**src/rtl/ata_strobe_pkg.sv**
```systemverilog
package ata_strobe_pkg;

    // Width of the shared phase counter; must hold the widest field.
    localparam int unsigned CNT_W = 5;

    typedef logic [CNT_W-1:0] cnt_t;

    typedef enum logic [1:0] {
        PH_IDLE  = 2'd0,
        PH_SETUP = 2'd1,
        PH_LOW   = 2'd2,
        PH_HIGH  = 2'd3
    } phase_e;

    // Counts for one cycle, each stored as clocks minus one.
    typedef struct packed {
        cnt_t setup;
        cnt_t low;
        cnt_t high;
    } cyc_time_t;

endpackage

```
**src/rtl/ata_field_sel.sv**
```systemverilog
module ata_field_sel
    import ata_strobe_pkg::*;
#(
    parameter int unsigned TW_W        = 32,
    parameter int unsigned D_HIGH_LSB  = 0,
    parameter int unsigned D_HIGH_W    = 4,
    parameter int unsigned D_LOW_LSB   = 4,
    parameter int unsigned D_LOW_W     = 5,
    parameter int unsigned T_HIGH_LSB  = 9,
    parameter int unsigned T_HIGH_W    = 4,
    parameter int unsigned T_LOW_LSB   = 13,
    parameter int unsigned T_LOW_W     = 5,
    parameter int unsigned D_SET_LSB   = 22,
    parameter int unsigned D_SET_W     = 3,
    parameter int unsigned T_SET_LSB   = 25,
    parameter int unsigned T_SET_W     = 3,
    parameter int unsigned UDMA_BIT    = 28
) (
    input  logic [TW_W-1:0] tw,
    input  logic            is_task,
    output cyc_time_t       times,
    output logic            udma_on
);

    // Index 0: data cycle fields, index 1: task-file fields.
    localparam int unsigned NKIND = 2;

    cyc_time_t kind_times [NKIND];

    for (genvar k = 0; k < NKIND; k++) begin : g_kind
        localparam int unsigned S_LSB = (k == 0) ? D_SET_LSB  : T_SET_LSB;
        localparam int unsigned S_W   = (k == 0) ? D_SET_W    : T_SET_W;
        localparam int unsigned L_LSB = (k == 0) ? D_LOW_LSB  : T_LOW_LSB;
        localparam int unsigned L_W   = (k == 0) ? D_LOW_W    : T_LOW_W;
        localparam int unsigned H_LSB = (k == 0) ? D_HIGH_LSB : T_HIGH_LSB;
        localparam int unsigned H_W   = (k == 0) ? D_HIGH_W   : T_HIGH_W;

        always_comb begin
            kind_times[k].setup = cnt_t'(tw[S_LSB +: S_W]);
            kind_times[k].low   = cnt_t'(tw[L_LSB +: L_W]);
            kind_times[k].high  = cnt_t'(tw[H_LSB +: H_W]);
        end
    end

    always_comb begin
        times   = is_task ? kind_times[1] : kind_times[0];
        udma_on = tw[UDMA_BIT];
    end

endmodule

```
**src/rtl/ata_phase_cnt.sv**
```systemverilog
module ata_phase_cnt #(
    parameter int unsigned W = 5
) (
    input  logic         clk,
    input  logic         rst_n,
    input  logic         load,
    input  logic [W-1:0] load_val,
    output logic         zero
);

    logic [W-1:0] cnt_d, cnt_q;

    always_comb begin
        cnt_d = cnt_q;
        if (load) begin
            cnt_d = load_val;
        end else if (cnt_q != '0) begin
            cnt_d = cnt_q - 1'b1;
        end
    end

    always_ff @(posedge clk or negedge rst_n) begin
        if (!rst_n) begin
            cnt_q <= '0;
        end else begin
            cnt_q <= cnt_d;
        end
    end

    assign zero = (cnt_q == '0);

endmodule

```
**src/rtl/ata_strobe_gen.sv**
```systemverilog
module ata_strobe_gen
    import ata_strobe_pkg::*;
#(
    parameter int unsigned TW_W       = 32,
    parameter int unsigned D_HIGH_LSB = 0,
    parameter int unsigned D_HIGH_W   = 4,
    parameter int unsigned D_LOW_LSB  = 4,
    parameter int unsigned D_LOW_W    = 5,
    parameter int unsigned T_HIGH_LSB = 9,
    parameter int unsigned T_HIGH_W   = 4,
    parameter int unsigned T_LOW_LSB  = 13,
    parameter int unsigned T_LOW_W    = 5,
    parameter int unsigned D_SET_LSB  = 22,
    parameter int unsigned D_SET_W    = 3,
    parameter int unsigned T_SET_LSB  = 25,
    parameter int unsigned T_SET_W    = 3,
    parameter int unsigned UDMA_BIT   = 28
) (
    input  logic            clk,
    input  logic            rst_n,
    input  logic            req_valid,
    output logic            req_ready,
    input  logic            req_write,
    input  logic            req_taskfile,
    input  logic [TW_W-1:0] timing_word,
    output logic            dior_n,
    output logic            diow_n,
    output logic            xfer_busy,
    output logic            xfer_done,
    output logic            req_reject
);

    typedef struct packed {
        phase_e    phase;
        cyc_time_t hold;
        logic      wr;
        logic      tf;
        logic      rd_n;
        logic      wr_n;
        logic      rej;
    } gen_state_t;

    gen_state_t st_d, st_q;

    cyc_time_t sel_times;
    logic      sel_udma;
    logic      cnt_load;
    cnt_t      cnt_val;
    logic      cnt_zero;
    logic      accept;
    logic      chain;
    logic      last_high;

    ata_field_sel #(
        .TW_W       (TW_W),
        .D_HIGH_LSB (D_HIGH_LSB),
        .D_HIGH_W   (D_HIGH_W),
        .D_LOW_LSB  (D_LOW_LSB),
        .D_LOW_W    (D_LOW_W),
        .T_HIGH_LSB (T_HIGH_LSB),
        .T_HIGH_W   (T_HIGH_W),
        .T_LOW_LSB  (T_LOW_LSB),
        .T_LOW_W    (T_LOW_W),
        .D_SET_LSB  (D_SET_LSB),
        .D_SET_W    (D_SET_W),
        .T_SET_LSB  (T_SET_LSB),
        .T_SET_W    (T_SET_W),
        .UDMA_BIT   (UDMA_BIT)
    ) field_sel_i (
        .tw      (timing_word),
        .is_task (req_taskfile),
        .times   (sel_times),
        .udma_on (sel_udma)
    );

    ata_phase_cnt #(
        .W (CNT_W)
    ) phase_cnt_i (
        .clk      (clk),
        .rst_n    (rst_n),
        .load     (cnt_load),
        .load_val (cnt_val),
        .zero     (cnt_zero)
    );

    assign last_high = (st_q.phase == PH_HIGH) && cnt_zero;
    assign req_ready = (st_q.phase == PH_IDLE) || last_high;
    assign accept    = req_valid && req_ready;

    always_comb begin
        st_d     = st_q;
        st_d.rej = 1'b0;
        cnt_load = 1'b0;
        cnt_val  = '0;
        chain    = 1'b0;

        // Phase progression when the running count expires.
        unique case (st_q.phase)
            PH_SETUP: begin
                if (cnt_zero) begin
                    st_d.phase = PH_LOW;
                    cnt_load   = 1'b1;
                    cnt_val    = st_q.hold.low;
                end
            end
            PH_LOW: begin
                if (cnt_zero) begin
                    st_d.phase = PH_HIGH;
                    cnt_load   = 1'b1;
                    cnt_val    = st_q.hold.high;
                end
            end
            PH_HIGH: begin
                if (cnt_zero) begin
                    st_d.phase = PH_IDLE;
                end
            end
            default: ;
        endcase

        // A new request overrides the idle transition.
        if (accept) begin
            if (!req_taskfile && sel_udma) begin
                st_d.phase = PH_IDLE;
                st_d.rej   = 1'b1;
                cnt_load   = 1'b0;
            end else begin
                chain = (st_q.phase == PH_HIGH) && !st_q.tf && !req_taskfile
                        && (st_q.wr == req_write);
                st_d.hold = sel_times;
                st_d.wr   = req_write;
                st_d.tf   = req_taskfile;
                cnt_load  = 1'b1;
                if (chain) begin
                    st_d.phase = PH_LOW;
                    cnt_val    = sel_times.low;
                end else begin
                    st_d.phase = PH_SETUP;
                    cnt_val    = sel_times.setup;
                end
            end
        end

        st_d.rd_n = !((st_d.phase == PH_LOW) && !st_d.wr);
        st_d.wr_n = !((st_d.phase == PH_LOW) &&  st_d.wr);
    end

    always_ff @(posedge clk or negedge rst_n) begin
        if (!rst_n) begin
            st_q       <= '0;
            st_q.phase <= PH_IDLE;
            st_q.rd_n  <= 1'b1;
            st_q.wr_n  <= 1'b1;
        end else begin
            st_q <= st_d;
        end
    end

    assign dior_n     = st_q.rd_n;
    assign diow_n     = st_q.wr_n;
    assign xfer_busy  = (st_q.phase != PH_IDLE);
    assign xfer_done  = last_high;
    assign req_reject = st_q.rej;

endmodule

```
**config.mk**
```make
export PLATFORM = sky130hd
export DESIGN_NAME = ata_strobe_gen
export DESIGN_NICKNAME = d
export VERILOG_FILES = /design/src/rtl/ata_strobe_pkg.sv /design/src/rtl/ata_field_sel.sv /design/src/rtl/ata_phase_cnt.sv /design/src/rtl/ata_strobe_gen.sv
export SDC_FILE = /design/constraint.sdc
export NUM_CORES = 1
export LEC_CHECK = 0
export ABC_AREA = 1
export ABC_CLOCK_PERIOD_IN_PS = 2100
export BUFFER_PORTS_ARGS = -buffer_cell sky130_fd_sc_hd__buf_2
export CAP_MARGIN = 20
export CELL_PAD_IN_SITES_DETAIL_PLACEMENT = 0
export CELL_PAD_IN_SITES_GLOBAL_PLACEMENT = 1
export CORE_MARGIN = 1.5
export CORE_UTILIZATION = 36
export DETAILED_ROUTE_END_ITERATION = 12
export GPL_ROUTABILITY_DRIVEN = 0
export GPL_TIMING_DRIVEN = 0
export PLACE_DENSITY_LB_ADDON = 0.1
export SLEW_MARGIN = 5
export SYNTH_ARGS = -nofsm -noshare
export SYNTH_HDL_FRONTEND = slang
export SYNTH_SLANG_ARGS = --single-unit
```
**constraint.sdc**
```tcl
create_clock -name clk -period 2.1 [get_ports clk]
set_clock_uncertainty 0.15 [all_clocks]
set_input_delay 0.42 -clock clk [delete_from_list [all_inputs] [get_ports clk]]
set_output_delay 0.42 -clock clk [all_outputs]
set_load 0.1 [all_outputs]
```
==> reports/qor.csv <==
metric,value,unit
total track usage,19.0,%
Slew Limit Fails,0,
flop-to-flop setup slack,180,ps
Initial DRC Count,122,
unrepaired setup endpoints after global routing,no,
drt drc,0,
CTS Sinks,21,
IO Port Bufs,35,
placed cell count,286,
DR WL/cell,12.5,um
CP Max Fanout,4,
r2r worst-path depth,12,
Post-Synth Simple-Gate Area,37.0,%
XOR/XNOR Fraction of Synth Area,1.80,%
HPWL after DPL,2830,um
Syn Nets,247,
Synth Area in Adders,6.00,%
Worst EP required,1530,ps
routed vias/inst,4.71,
Slew @ Worst Pin,487,ps
startpoint types,flip-flop,
power density over the cells,1310,nW/um2
Period minus WS final,2020,ps
pin count of the biggest net entering global routing,22,
post-synthesis mux area share,0,%
Max-slew headroom,67.7,%
initial antenna violation count,0,
hold_sp,timing_word[1],
sequential area share after synthesis,36.2,%
routing usage on met1,25.9,%
crit-path cells,inv_1 > ha_4 > inv_2 > nor2_4 > nand3_4 > nand2_8 > buf_12,
H-tree Lvls,1,
CORE AREA,3770,um2
GRT met3 Usage,2.03,%
post-synthesis compound-gate area fraction,10.7,%
global-route wire length before repair,6430,um
critical path type,flip-flop to primary output,
Synth Cell Area,1460,um2
Cell Rows,22,
# diodes,0,
"antenna viol nets, final",0,
post-synthesis register bit count,21,
peak supply drop,0.456,mV
Die Y,66.7,um
synthesized area per cell,7.19,um2
hold depth,3,
R2R Path Start,phase_cnt_i.cnt_q[1],
endpoints failing setup,0,
Initial Utilization,38.7,%
top post-synthesis cells by area,"dfrtp_1 (33%), nand2_1 (17%), inv_1 (6.2%)",
CTS Buf Count,3,
CP top delay family,flip-flops,
clk slew on worst S/H paths,80,ps
fin crit share,96.3,%
Critical Path End Type,primary output,
Die ar.,4450,um2
DR vias,1388,
fillers,412,
Synth area leader,dfrtp_1,
I/O pin count,43,
"Slowest-stage cell, CP",dfrtp_1,
vias in the first global route,1410,
CTS tree,built,
root buffer cell,clkbuf_8,
main combinational cell family by area after synthesis,simple AND/OR/NAND/NOR gates,
status,finished clean,
start point of the critical path,phase_cnt_i.cnt_q[1],
Synth top area share,32.6,%
WHS Endpoint,st_q[6],
"Arr. time, crit path",1450,ps
endpoints failing hold,0,
TritonRoute pass-1 iters,4,
CP Buf/Inv Count,3,
total overflow reported by the global router,0,
"Warnings, synthesis",0,
GR peak layer,met2,
clock buffer depth,2,
final core utilization,49.7,%
Area Growth Syn to Fin,28.4,%
met2 usage,31.8,%
Post-Synthesis Cells,203,
sum of negative setup slack,0,ps
fraction of final layout cells sized beyond drive strength 1,28.7,%
Worst R2R End,phase_cnt_i.cnt_q[2],
min-delay worst type,primary input to flip-flop,
Layout Cells excl Fill,295,
clock latency on the worst-skew pair,260,ps
P_leak,0.965,nW
fmax,494,MHz
max incr delay on CP,390,ps
Die X-Extent,66.7,um
Final nets,292,
total wire length,3690,um
max-cap violations,0,
unique cell type count in the Yosys netlist,29,
## per-layer routing
metal,routed length (um),share of wire [%]
met4,40,1.1
met5,0,0
met1,1840,50
met2,1680,46
met3,121,3.3
## cell usage in the layout, fill, tap and decap left out, types with 2 or more instances in the layout
| master | synthesis | layout |
|---|---|---|
| o21ai_1 | 2 | 2 |
| o31ai_1 | 4 | 4 |
| nand4_1 | 7 | 7 |
| buf_2 | 1 | 33 |
| buf_4 | 0 | 4 |
| nor2_1 | 15 | 15 |
| buf_12 | 0 | 2 |
| clkbuf_4 | 0 | 2 |
| clkbuf_8 | 0 | 3 |
| inv_1 | 24 | 18 |
| nand2_2 | 2 | 5 |
| ha_4 | 0 | 2 |
| nand3_1 | 17 | 17 |
| nand3_4 | 2 | 2 |
| nor2_4 | 2 | 3 |
| xor2_1 | 2 | 2 |
| dfstp_2 | 2 | 2 |
| o211ai_1 | 4 | 4 |
| nand2_1 | 65 | 62 |
| inv_2 | 1 | 6 |
| clkbuf_1 | 3 | 3 |
| dfrtp_1 | 19 | 19 |
| o21ai_0 | 11 | 11 |
| a21oi_1 | 3 | 3 |
| ha_1 | 7 | 4 |
## worst reg2reg max path: stages, from the launching register on
cell     delay [ps]
dfrtp_1         390
inv_1           110
ha_4            140
inv_2            40
nor2_4          110
buf_4           170
nand2_2         120
nor2_4          130
nand2_2         120
nand2_2         120
nand3_1         110
nand2_1          70
inv_1            30
## registers in the layout (all words and copies together), names as in the netlist
register,cells
st_q,13
req_reject,1
phase_cnt_i.cnt_q,5
dior_n,1
diow_n,1
## what timing repair did
| action | CTS | global route |
|---|---|---|
| setup buffers | 1 | 3 |
| pin swaps | 1 | 2 |
| setup endpoints to repair | 2 | 11 |
| resized for setup | 10 | 9 |
| hold buffers | 1 | 0 |
| hold endpoints to repair | 19 | 0 |
## logic make-up (layout without fill, tap and decap cells)
logic type | after synthesis | count (layout)
adder cells (fa/ha/maj) | 7 | 7
AO/OA/AOI/OAI | 26 | 26
flip-flops | 21 | 21
buffers and inverters | 30 | 74
AND/OR/NAND/NOR | 116 | 116
XOR/XNOR | 3 | 3
## report_power, final
part           internal, mW  leakage [nW]  total (mW)  switching (mW)
combinational         0.546         0.685        1.48           0.937
clock                 0.135        0.0228       0.272           0.137
sequential            0.584         0.257       0.709           0.126
total                  1.26         0.965        2.46            1.20
## stage by stage
stage          setup slack [ps]  power, mW  hold slack, ps  cell area [um2]
6_report                   76.7       2.46             299             1870
5_1_grt                    15.0       2.67             331             1870
4_1_cts                    3.75       2.38             298             1820
3_5_place_dp              -52.7       2.03             264             1730
3_3_place_gp              -54.9       2.01             259             1730
2_1_floorplan              -144       1.74           -25.6             1490
## cell usage after synthesis, drive strengths merged
cell type	instances
nand2	68
inv	25
dfrtp	19
nand3	19
nor2	18
o21ai	13
ha	7
nand4	7
a21oi	4
o211ai	4
o31ai	4
clkbuf	3
buf	2
dfstp	2
nor3	2
xor2	2
a21boi	1
nand3b	1
or2	1
xnor2	1
## area by class of cell
class	instances	area, um2	area share (%)
multi-input cells	152	865	46.1
flip-flops and latches	21	528	28.2
repair buffers	40	248	13.2
inverters	25	97.6	5.21
well taps	48	60.1	3.20
clock buffers	4	45.0	2.40
plain buffers	5	31.3	1.67
## worst max-delay path by stage
stage,endpoint,depth (start not counted)
global placement,req_ready,7
detailed placement,req_ready,7
finish,req_ready,7
CTS,req_ready,7
floorplan,phase_cnt_i.cnt_q[4],11
global route,req_ready,7
No activity file was read; power rests on OpenSTA's default activity.
